### config.mk
export PLATFORM = sky130hd
export DESIGN_NAME = atab_top
export DESIGN_NICKNAME = d
export VERILOG_FILES = /design/src/rtl/atab_pkg.sv /design/src/rtl/atab_ctrl.sv /design/src/rtl/atab_store.sv /design/src/rtl/atab_top.sv
export SDC_FILE = /design/constraint.sdc
export NUM_CORES = 1
export LEC_CHECK = 0
export BUFFER_PORTS_ARGS = -buffer_cell sky130_fd_sc_hd__buf_2
export CAP_MARGIN = 30
export CELL_PAD_IN_SITES_DETAIL_PLACEMENT = 0
export CELL_PAD_IN_SITES_GLOBAL_PLACEMENT = 1
export CORE_UTILIZATION = 49
export DETAILED_ROUTE_END_ITERATION = 10
export PLACE_DENSITY = 0.77
export SYNTH_ARGS = -nofsm -noshare
export SYNTH_HDL_FRONTEND = slang
export SYNTH_SLANG_ARGS = --single-unit
### constraint.sdc
create_clock -name clk -period 5.2 [get_ports clk]
set_input_delay 1.04 -clock clk [delete_from_list [all_inputs] [get_ports clk]]
set_output_delay 1.04 -clock clk [all_outputs]
set_load 0.02 [all_outputs]
### src/rtl/atab_pkg.sv
package atab_pkg;
  typedef struct packed {
    logic [47:0] mac;
    logic [11:0] vid;
    logic [2:0]  fid;
    logic        ivl;
    logic [7:0]  portMap;
    logic [7:0]  age;
    logic [1:0]  status;
  } entry_t;

  localparam logic [3:0] CMD_READ  = 4'd0;
  localparam logic [3:0] CMD_WRITE = 4'd1;
  localparam logic [3:0] CMD_FLUSH = 4'd2;
  localparam logic [3:0] CMD_START = 4'd4;
  localparam logic [3:0] CMD_NEXT  = 4'd5;

  localparam logic [1:0] ST_EMPTY  = 2'd0;
  localparam logic [1:0] ST_STATIC = 2'd3;

  typedef struct packed {
    logic latch;
    logic wrEn;
    logic clrEn;
    logic capEn;
    logic ageTick;
  } strobe_t;
endpackage

### src/rtl/atab_ctrl.sv
module atab_ctrl
  import atab_pkg::*;
#(
  parameter int ENTRIES = 8,
  parameter int IDXW = 3
) (
  input  logic            clk,
  input  logic            rstN,
  input  logic            cmdValid,
  input  logic [3:0]      cmdCode,
  input  logic [IDXW-1:0] cmdIndex,
  input  logic [1:0]      curStatus,
  input  logic            ageDisable,
  input  logic [11:0]     ageUnit,
  output strobe_t         stb,
  output logic [IDXW-1:0] idx,
  output logic            busy,
  output logic            searchEnd,
  output logic            searchHit,
  output logic            invalidFlag,
  output logic [IDXW-1:0] resIndex
);
  localparam int PTRW = IDXW + 1;
  localparam logic [PTRW-1:0] LAST_P = PTRW'(ENTRIES - 1);
  localparam logic [PTRW-1:0] END_P  = PTRW'(ENTRIES);

  typedef enum logic [1:0] {S_IDLE, S_EXEC, S_SWEEP, S_SCAN} state_t;

  state_t          state;
  logic [3:0]      op;
  logic [IDXW-1:0] latIdx;
  logic [PTRW-1:0] ptr;
  logic [PTRW-1:0] nextPtr;
  logic [11:0]     prescale;
  logic            ptrInRange;

  assign ptrInRange = (ptr < END_P);
  assign idx = (state == S_EXEC) ? latIdx : ptr[IDXW-1:0];

  always_comb begin
    stb = '0;
    stb.latch   = (state == S_IDLE) && cmdValid;
    stb.wrEn    = (state == S_EXEC) && (op == CMD_WRITE);
    stb.clrEn   = (state == S_SWEEP) && (curStatus != ST_STATIC);
    stb.capEn   = ((state == S_EXEC) && (op == CMD_READ)) ||
                  ((state == S_SCAN) && ptrInRange && (curStatus != ST_EMPTY));
    stb.ageTick = (state == S_IDLE) && !ageDisable && (prescale == ageUnit);
  end

  always_ff @(posedge clk) begin
    if (!rstN) begin
      state       <= S_IDLE;
      op          <= '0;
      latIdx      <= '0;
      ptr         <= '0;
      nextPtr     <= '0;
      prescale    <= '0;
      busy        <= 1'b0;
      searchEnd   <= 1'b0;
      searchHit   <= 1'b0;
      invalidFlag <= 1'b0;
      resIndex    <= '0;
    end else begin
      unique case (state)
        S_IDLE: begin
          if (ageDisable || stb.ageTick) prescale <= '0;
          else prescale <= prescale + 12'd1;
          if (cmdValid) begin
            busy        <= 1'b1;
            searchEnd   <= 1'b0;
            searchHit   <= 1'b0;
            invalidFlag <= 1'b0;
            op          <= cmdCode;
            latIdx      <= cmdIndex;
            unique case (cmdCode)
              CMD_FLUSH: begin state <= S_SWEEP; ptr <= '0; end
              CMD_START: begin state <= S_SCAN; ptr <= '0; end
              CMD_NEXT:  begin state <= S_SCAN; ptr <= nextPtr; end
              default:   state <= S_EXEC;
            endcase
          end
        end
        S_EXEC: begin
          busy  <= 1'b0;
          state <= S_IDLE;
          if (op == CMD_READ) begin
            invalidFlag <= (curStatus == ST_EMPTY);
            resIndex    <= latIdx;
          end else if (op != CMD_WRITE) begin
            invalidFlag <= 1'b1;
          end
        end
        S_SWEEP: begin
          if (ptr == LAST_P) begin
            busy  <= 1'b0;
            state <= S_IDLE;
          end else begin
            ptr <= ptr + PTRW'(1);
          end
        end
        S_SCAN: begin
          if (!ptrInRange) begin
            searchEnd <= 1'b1;
            nextPtr   <= END_P;
            busy      <= 1'b0;
            state     <= S_IDLE;
          end else if (curStatus != ST_EMPTY) begin
            searchHit <= 1'b1;
            resIndex  <= ptr[IDXW-1:0];
            nextPtr   <= ptr + PTRW'(1);
            busy      <= 1'b0;
            state     <= S_IDLE;
          end else begin
            ptr <= ptr + PTRW'(1);
          end
        end
        default: state <= S_IDLE;
      endcase
    end
  end
endmodule

### src/rtl/atab_store.sv
module atab_store
  import atab_pkg::*;
#(
  parameter int ENTRIES = 8,
  parameter int IDXW = 3
) (
  input  logic            clk,
  input  logic            rstN,
  input  strobe_t         stb,
  input  logic [IDXW-1:0] idx,
  input  entry_t          wrData,
  output logic [1:0]      curStatus,
  output entry_t          rdEntry
);
  localparam logic [IDXW:0] NENT = (IDXW + 1)'(ENTRIES);

  entry_t tbl [ENTRIES];
  entry_t wrHold;
  logic   idxOk;

  assign idxOk = ({1'b0, idx} < NENT);
  assign curStatus = idxOk ? tbl[idx].status : ST_EMPTY;

  always_ff @(posedge clk) begin
    if (!rstN) begin
      wrHold  <= '0;
      rdEntry <= '0;
    end else begin
      if (stb.latch) wrHold <= wrData;
      if (stb.capEn && idxOk) rdEntry <= tbl[idx];
    end
  end

  for (genvar g = 0; g < ENTRIES; g++) begin : g_ent
    logic hitMe;
    logic dynamic;
    assign hitMe   = (idx == IDXW'(g));
    assign dynamic = (tbl[g].status != ST_EMPTY) && (tbl[g].status != ST_STATIC);

    always_ff @(posedge clk) begin
      if (!rstN) begin
        tbl[g] <= '0;
      end else if (stb.wrEn && hitMe) begin
        tbl[g] <= wrHold;
      end else if (stb.clrEn && hitMe) begin
        tbl[g] <= '0;
      end else if (stb.ageTick && dynamic) begin
        if (tbl[g].age <= 8'd1) begin
          tbl[g].age    <= '0;
          tbl[g].status <= ST_EMPTY;
        end else begin
          tbl[g].age <= tbl[g].age - 8'd1;
        end
      end
    end
  end
endmodule

### src/rtl/atab_top.sv
module atab_top
  import atab_pkg::*;
#(
  parameter int ENTRIES = 8,
  localparam int IDXW = ($clog2(ENTRIES) > 0) ? $clog2(ENTRIES) : 1
) (
  input  logic            clk,
  input  logic            rstN,
  input  logic            cmdValid,
  input  logic [3:0]      cmdCode,
  input  logic [IDXW-1:0] cmdIndex,
  input  logic [47:0]     wrMac,
  input  logic [11:0]     wrVid,
  input  logic [2:0]      wrFid,
  input  logic            wrIvl,
  input  logic [7:0]      wrPortMap,
  input  logic [1:0]      wrStatus,
  input  logic            ageDisable,
  input  logic [7:0]      ageCount,
  input  logic [11:0]     ageUnit,
  output logic            busy,
  output logic            searchEnd,
  output logic            searchHit,
  output logic            invalidFlag,
  output logic [IDXW-1:0] resIndex,
  output logic [47:0]     rdMac,
  output logic [11:0]     rdVid,
  output logic [2:0]      rdFid,
  output logic            rdIvl,
  output logic [7:0]      rdPortMap,
  output logic [7:0]      rdAge,
  output logic [1:0]      rdStatus
);
  strobe_t         stb;
  logic [IDXW-1:0] idx;
  logic [1:0]      curStatus;
  entry_t          wrData;
  entry_t          rdEntry;

  assign wrData = '{mac: wrMac, vid: wrVid, fid: wrFid, ivl: wrIvl,
                    portMap: wrPortMap, age: ageCount, status: wrStatus};

  atab_ctrl #(.ENTRIES(ENTRIES), .IDXW(IDXW)) u_ctrl (
    .clk(clk), .rstN(rstN), .cmdValid(cmdValid), .cmdCode(cmdCode),
    .cmdIndex(cmdIndex), .curStatus(curStatus), .ageDisable(ageDisable),
    .ageUnit(ageUnit), .stb(stb), .idx(idx), .busy(busy),
    .searchEnd(searchEnd), .searchHit(searchHit),
    .invalidFlag(invalidFlag), .resIndex(resIndex)
  );

  atab_store #(.ENTRIES(ENTRIES), .IDXW(IDXW)) u_store (
    .clk(clk), .rstN(rstN), .stb(stb), .idx(idx), .wrData(wrData),
    .curStatus(curStatus), .rdEntry(rdEntry)
  );

  assign rdMac     = rdEntry.mac;
  assign rdVid     = rdEntry.vid;
  assign rdFid     = rdEntry.fid;
  assign rdIvl     = rdEntry.ivl;
  assign rdPortMap = rdEntry.portMap;
  assign rdAge     = rdEntry.age;
  assign rdStatus  = rdEntry.status;
endmodule

==> metrics.txt, run 1 <==
CTS tree=yes; Congestion Overflow GR=0; Syn Area/Cell=10.6 um2; crit path capture type=flop; Setup Fix Bufs, Post-CTS=0; placed instance count=4821; Hold Path Stages=2; #FFs+latches synth=856; Startpoint Class=flop; First-pass DRT Iterations=6; area grow syn2layout=13.6%; Clock Pin Slew Worst Setup and Hold Paths=60 ps; Leakage=17.0 nW; min Tclk post-route=4200 ps; Port Buffers=193; Worst R2R Path Depth=10; worst path arrival time=4530 ps; final wirelength=110000 um; fin crit share=80.8%; Residual DRC=0; crit-path max FO=25; hold_buf cts=0; most frequent cell after synthesis=nand2_1; top cells by area, synth=edfxtp_1 (50%), dfxtp_1 (10%), and2_1 (9.4%); maximum vdd ir drop=0.307 mV; overall power=17.9 mW; Final nets=3987; Fin Hold WS=468 ps; Overall Global Routing Usage=26.5%; Detailed Place HPWL=62900 um; Starting DRT DRC Count=2279; Die Wd=287 um; Post-Syn Instances=3769; post-synth top area share=49.5%; Num CTS Buffers=94; hold wc startpoint=u_ctrl.busy; fraction of layout instances using a drive strength above 1=13.7%; max cap viols=0; clock latency on the worst-skew pair=640 ps; Sink Count=856; final antenna-violating net count=0; Rel. slew slack=32.9%; Max Freq=0.238 GHz; Post-Syn Area=39800 um2; Hold Path End=u_ctrl.busy; Yosys warnings=0; Vias=28459; final slew viol count=0; Clock Tree Buf Depth=3; most frequent cells after synthesis=nand2_1 (836), edfxtp_1 (656), and2_1 (595); min-delay worst type=reg -> reg; Reg2Reg Setup Slack=1000 ps; type of the worst setup path=reg -> reg; Final setup viols=0; outcome=complete, no violations; post_cts resized=0; Fin Setup TNS=0 ps; distinct cell type count after synthesis=78; ys flop type=edfxtp_1; Synth area leader=edfxtp_1; Critical Path RT=5520 ps; syn_nets=3898; vias per cell=5.69; Worst-Margin Slew=998 ps; non-filler cells, final=4998; Core Box Area=80400 um2; clock skew=21.7 ps; sequential element share of the synthesized area=59.6%; pwr/cell area=397 nW/um2; largest net degree at the start of global routing=129; htree depth=3; die area=82300 um2; global-route wire length before repair=167000 um; R2R Path Start=u_ctrl.state[1]; n_diodes=0; async set-reset flop share out of synthesis=0%; vias in the first global route=27571; RSZ-0062 raised after global routing=no; die height=287 um; initial antenna violation count=2; EDFF count, synth=656; final hold vios=0; gpl congestion=0.879; routed length per instance=22.0 um; CTS Root Cell=clkbuf_16; Initial Util=49.5%; Critical R2R Capture=u_store.tbl[0][73]; Ports=194; Core Rows=104
-- through the flow --
step	util, %	instance area [um2]	worst slack (ps)
CTS	56.1	45100	1050
finish	56.2	45200	997
floorplan	-	39800	997
detailed placement	52.2	41900	1120
global placement	52.0	41900	1190
global route	56.2	45200	689
-- kinds of logic after synthesis --
group / count (synthesis) / synth area share, %
AO/OA/AOI/OAI: 493 / 9.43
XOR/XNOR: 80 / 1.76
adder cells (fa/ha/maj): 24 / 0.755
buffers and inverters: 309 / 3.25
flip-flops: 856 / 59.6
multiplexers: 35 / 1.04
AND/OR/NAND/NOR: 1972 / 24.2
-- area by class of cell --
type / instances / area, um2
clock buffers: 138 / 2790
clock inverters: 38 / 398
fillers: 6860 / 35300
inverters: 37 / 146
multi-input cells: 2604 / 15000
flip-flops and latches: 856 / 23700
well taps: 1060 / 1330
repair buffers: 265 / 1840
-- layer usage --
metal	part of all wire (%)	GRT usage, %
met4	2.8	8.22
met2	48	44.0
met5	0	0
met3	5.8	3.16
met1	43	36.5
-- worst max-delay path by stage --
stage,cells after the start,slack [ps],from,endpoint
after floorplan,10,1000,u_ctrl.state[1],u_store.tbl[7][0]
after global placement,10,1190,u_ctrl.state[1],u_store.tbl[0][60]
after detailed placement,10,1120,u_ctrl.state[1],u_store.tbl[0][60]
after CTS,10,1050,u_ctrl.state[1],u_store.tbl[0][73]
after global routing,10,690,u_ctrl.state[1],u_store.tbl[0][51]
final,10,1000,u_ctrl.state[1],u_store.tbl[0][73]
-- worst max-delay path, stage by stage, from the launching register on --
cell and delay, ps:
dfxtp_1 330, inv_1 120, ha_1 740, nor3b_1 180, or2_0 390, a2111o_1 500, and2_4 190, a21oi_2 300
o21ai_0 310, nand2_4 510, buf_12 270
-- power breakdown --
part | internal, mW | switching [mW]
Clock | 4.05 | 2.77
Sequential | 7.75 | 0.335
Combinational | 0.919 | 2.11
-- registers in the layout (all words and copies together), names as in the netlist --
name	flops
u_ctrl.op	4
u_store.tbl	656
u_ctrl.prescale	12
u_store.rdEntry	82
u_ctrl.state	2
u_ctrl.latIdx	3
u_ctrl.searchEnd	1
u_ctrl.searchHit	1
u_ctrl.resIndex	3
u_ctrl.invalidFlag	1
u_ctrl.nextPtr	4
u_ctrl.busy	1
u_ctrl.ptr	4
u_store.wrHold	82
-- cell usage in the layout, fill, tap and decap left out, types with 7 or more instances in the layout --
cell type    n
o31ai_1     14
clkbuf_8     8
a22o_1      25
buf_4       47
buf_2      193
a21oi_1    103
nor3_1      13
dfxtp_1    200
nor2_1     164
clkbuf_1    26
o211ai_1     9
and2_1     594
nor4_1      42
nand4_1      9
xor2_1      31
ha_1        24
edfxtp_1   656
xnor2_1     49
a211oi_2    59
a31oi_1     85
mux2_4       7
a222oi_1    17
nand2_4      9
nand2_1    826
clkinv_2    14
nand3_1    197
a311oi_1    63
clkbuf_16  103
a211oi_1    22
nor2_4       8
o21ai_1     15
buf_12      20
mux2_2      22
o21ai_0     31
inv_1       34
and3_1      67
(Power assumes the default switching activity.)
==> run 2, diff against run 1 <==
==> constraint.sdc (replaced) <==
create_clock -name clk -period 4.3 [get_ports clk]
set_input_delay 0.86 -clock clk [delete_from_list [all_inputs] [get_ports clk]]
set_output_delay 0.86 -clock clk [all_outputs]
set_load 0.02 [all_outputs]
==> metrics.txt, run 2 (synthesized netlist as in run 1, its figures left out) <==
die area=82300 um2 (unchanged); # fillers=6956 (was 6860); Die Wd=287 um (unchanged); Vias=28353 (was 28459); clock skew=29.2 ps (was 21.7 ps); biggest cell delay along the critical path=610 ps (was 740 ps); largest net degree at the start of global routing=163 (was 129); die height=287 um (unchanged); Initial Util=49.5% (unchanged); Hold Path End=u_store.wrHold[20] (was u_ctrl.busy); min-delay worst type=in -> reg (was reg -> reg); First-pass DRT Iterations=5 (was 6); non-filler cells, final=5016 (was 4998); CTS tree=yes (unchanged); Sink Count=856 (unchanged); Clock Tree Buf Depth=3 (unchanged); Critical Path RT=4700 ps (was 5520 ps); final slew viol count=0 (unchanged); Fin Setup TNS=0 ps (unchanged); Reg2Reg Setup Slack=530 ps (was 1000 ps); Rel. slew slack=33.7% (was 32.9%); max reg flops=656 (unchanged); post_cts resized=0 (unchanged); Congestion Overflow GR=0 (unchanged); type of the worst setup path=reg -> reg (unchanged); area grow syn2layout=13.6% (about the same); final hold vios=0 (unchanged); crit-path max FO=23 (was 25); fraction of layout instances using a drive strength above 1=14.0% (was 13.7%); most frequent cells in the layout=nand2_1 (826), edfxtp_1 (656), and2_1 (594), dfxtp_1 (200), nand3_1 (197) (unchanged); Overall Global Routing Usage=26.9% (was 26.5%); fin crit share=87.6% (was 80.8%); Worst-Margin Slew=995 ps (was 998 ps); outcome=complete, no violations (unchanged); Startpoint Class=flop (unchanged); overall power=21.3 mW (was 17.9 mW); clock latency on the worst-skew pair=660 ps (was 640 ps); largest reg by FF count=u_store.tbl (unchanged); crit path capture type=flop (unchanged); multi-input logic area=15000 um2 (unchanged); initial antenna violation count=2 (unchanged); Residual DRC=0 (unchanged); Hold Path Stages=3 (was 2); min Tclk post-route=3770 ps (was 4200 ps); Final setup viols=0 (unchanged); CTS Root Cell=clkbuf_16 (unchanged); Setup Fix Bufs, Post-CTS=0 (unchanged); Critical R2R Capture=u_store.tbl[0][35] (was u_store.tbl[0][73]); worst path arrival time=4170 ps (was 4530 ps); Leakage=17.0 nW (about the same); max cap viols=0 (unchanged); pwr/cell area=472 nW/um2 (was 397 nW/um2); Largest regs=u_store.tbl (656), u_store.rdEntry (82), u_store.wrHold (82) (unchanged); R2R Path Start=u_ctrl.state[1] (unchanged); pre-CTS setup slack=556 ps (was 1120 ps); most common cell after layout, fill and taps aside=nand2_1 (unchanged); Num CTS Buffers=92 (was 94); hold wc startpoint=wrFid[1] (was u_ctrl.busy); global-route wire length before repair=169000 um (was 167000 um); final antenna-violating net count=0 (unchanged); htree depth=3 (unchanged); Port Buffers=193 (unchanged); Worst R2R Path Depth=11 (was 10); Clock Pin Slew Worst Setup and Hold Paths=60 ps (about the same); placed instance count=4842 (was 4821); RSZ-0062 raised after global routing=no (unchanged); vias in the first global route=27751 (was 27571); Max Freq=0.266 GHz (was 0.238 GHz); Ports=194 (unchanged); final wirelength=111000 um (was 110000 um); worst setup margin=535 ps (was 997 ps); Core Rows=104 (unchanged); routed length per instance=22.1 um (was 22.0 um); Final nets=4005 (was 3987); Core Box Area=80400 um2 (unchanged); maximum vdd ir drop=0.347 mV (was 0.307 mV); Crit-path slowest cell=o21ai_0 (was ha_1); CP cell instances=inv_1 -> ha_1 -> buf_4 -> nor2b_1 -> a22oi_1 -> o2111ai_1 -> and2_1 -> a21oi_2 -> o21ai_0 -> nand2_4 -> buf_12 (was inv_1 -> ha_1 -> nor3b_1 -> or2_0 -> a2111o_1 -> and2_4 -> a21oi_2 -> o21ai_0 -> nand2_4 -> buf_12); hold_buf cts=0 (unchanged); vias per cell=5.65 (was 5.69); gpl congestion=0.849 (was 0.879); Starting DRT DRC Count=2501 (was 2279); Detailed Place HPWL=64500 um (was 62900 um); FF+latch area=23700 um2 (unchanged)
run 2: changes by cell type in the layout (fill, tap and decap cells not counted), moves of 3 or more:
cell       change
bufinv_16      -4
buf_12        +11
buf_16         -4
buf_4         +12
clkinv_4       -3
clkbuf_8      +10
clkbuf_16      -8
clkinv_1       +4
run 2: metal layers:
metal	track usage [%]	up-vias	share of wire, %
met2	44.4	911	48
met3	4.13	168	6.2
met1	36.9	13820	44
met4	7.30	2	2.4
met5	0	-	0.012
li1	-	13452	-
run 2: worst max-delay path, delay by kind of cell, from the launching register on:
| kind | cells | cell delay (ps) |
|---|---|---|
| AND/OR/NAND/NOR | 3 | 1120 |
| AO/OA/AOI/OAI | 4 | 1030 |
| buffers and inverters | 3 | 670 |
| flip-flops | 1 | 350 |
| adder cells (fa/ha/maj) | 1 | 290 |
run 2: final cells by class:
type	count	share of cell area [%]
timing repair buffer	285	4.51
sequential	856	52.4
tap	1060	2.93
clock inverter	36	0.681
inverter	37	0.324
antenna	1	0.00554
clock buffer	137	6.01
multi-input combinational	2604	33.1
run 2: power breakdown:
part	switching [mW]	leakage, nW	internal [mW]
combinational	2.54	7.15	1.15
clock	3.34	1.48	4.51
sequential	0.416	8.41	9.37
total	6.30	17.0	15.0
run 2: how the worst max path moves through the flow:
stage	cells past startpoint	endpoint	startpoint
after floorplan	10	u_store.tbl[7][0]	u_ctrl.state[1]
after global placement	11	u_store.tbl[0][35]	u_ctrl.state[1]
after detailed placement	11	u_store.tbl[0][11]	u_ctrl.state[1]
after CTS	11	u_store.tbl[0][71]	u_ctrl.state[1]
after global routing	11	u_store.tbl[0][53]	u_ctrl.state[1]
final	11	u_store.tbl[0][35]	u_ctrl.state[1]
run 2: metrics by stage:
stage,util (%),cell area (um2),hold WS (ps)
after detailed placement,52.4,42200,460
after CTS,56.2,45200,401
after floorplan,-,39800,445
after global routing,56.2,45200,422
after global placement,52.4,42200,452
final,56.2,45200,439
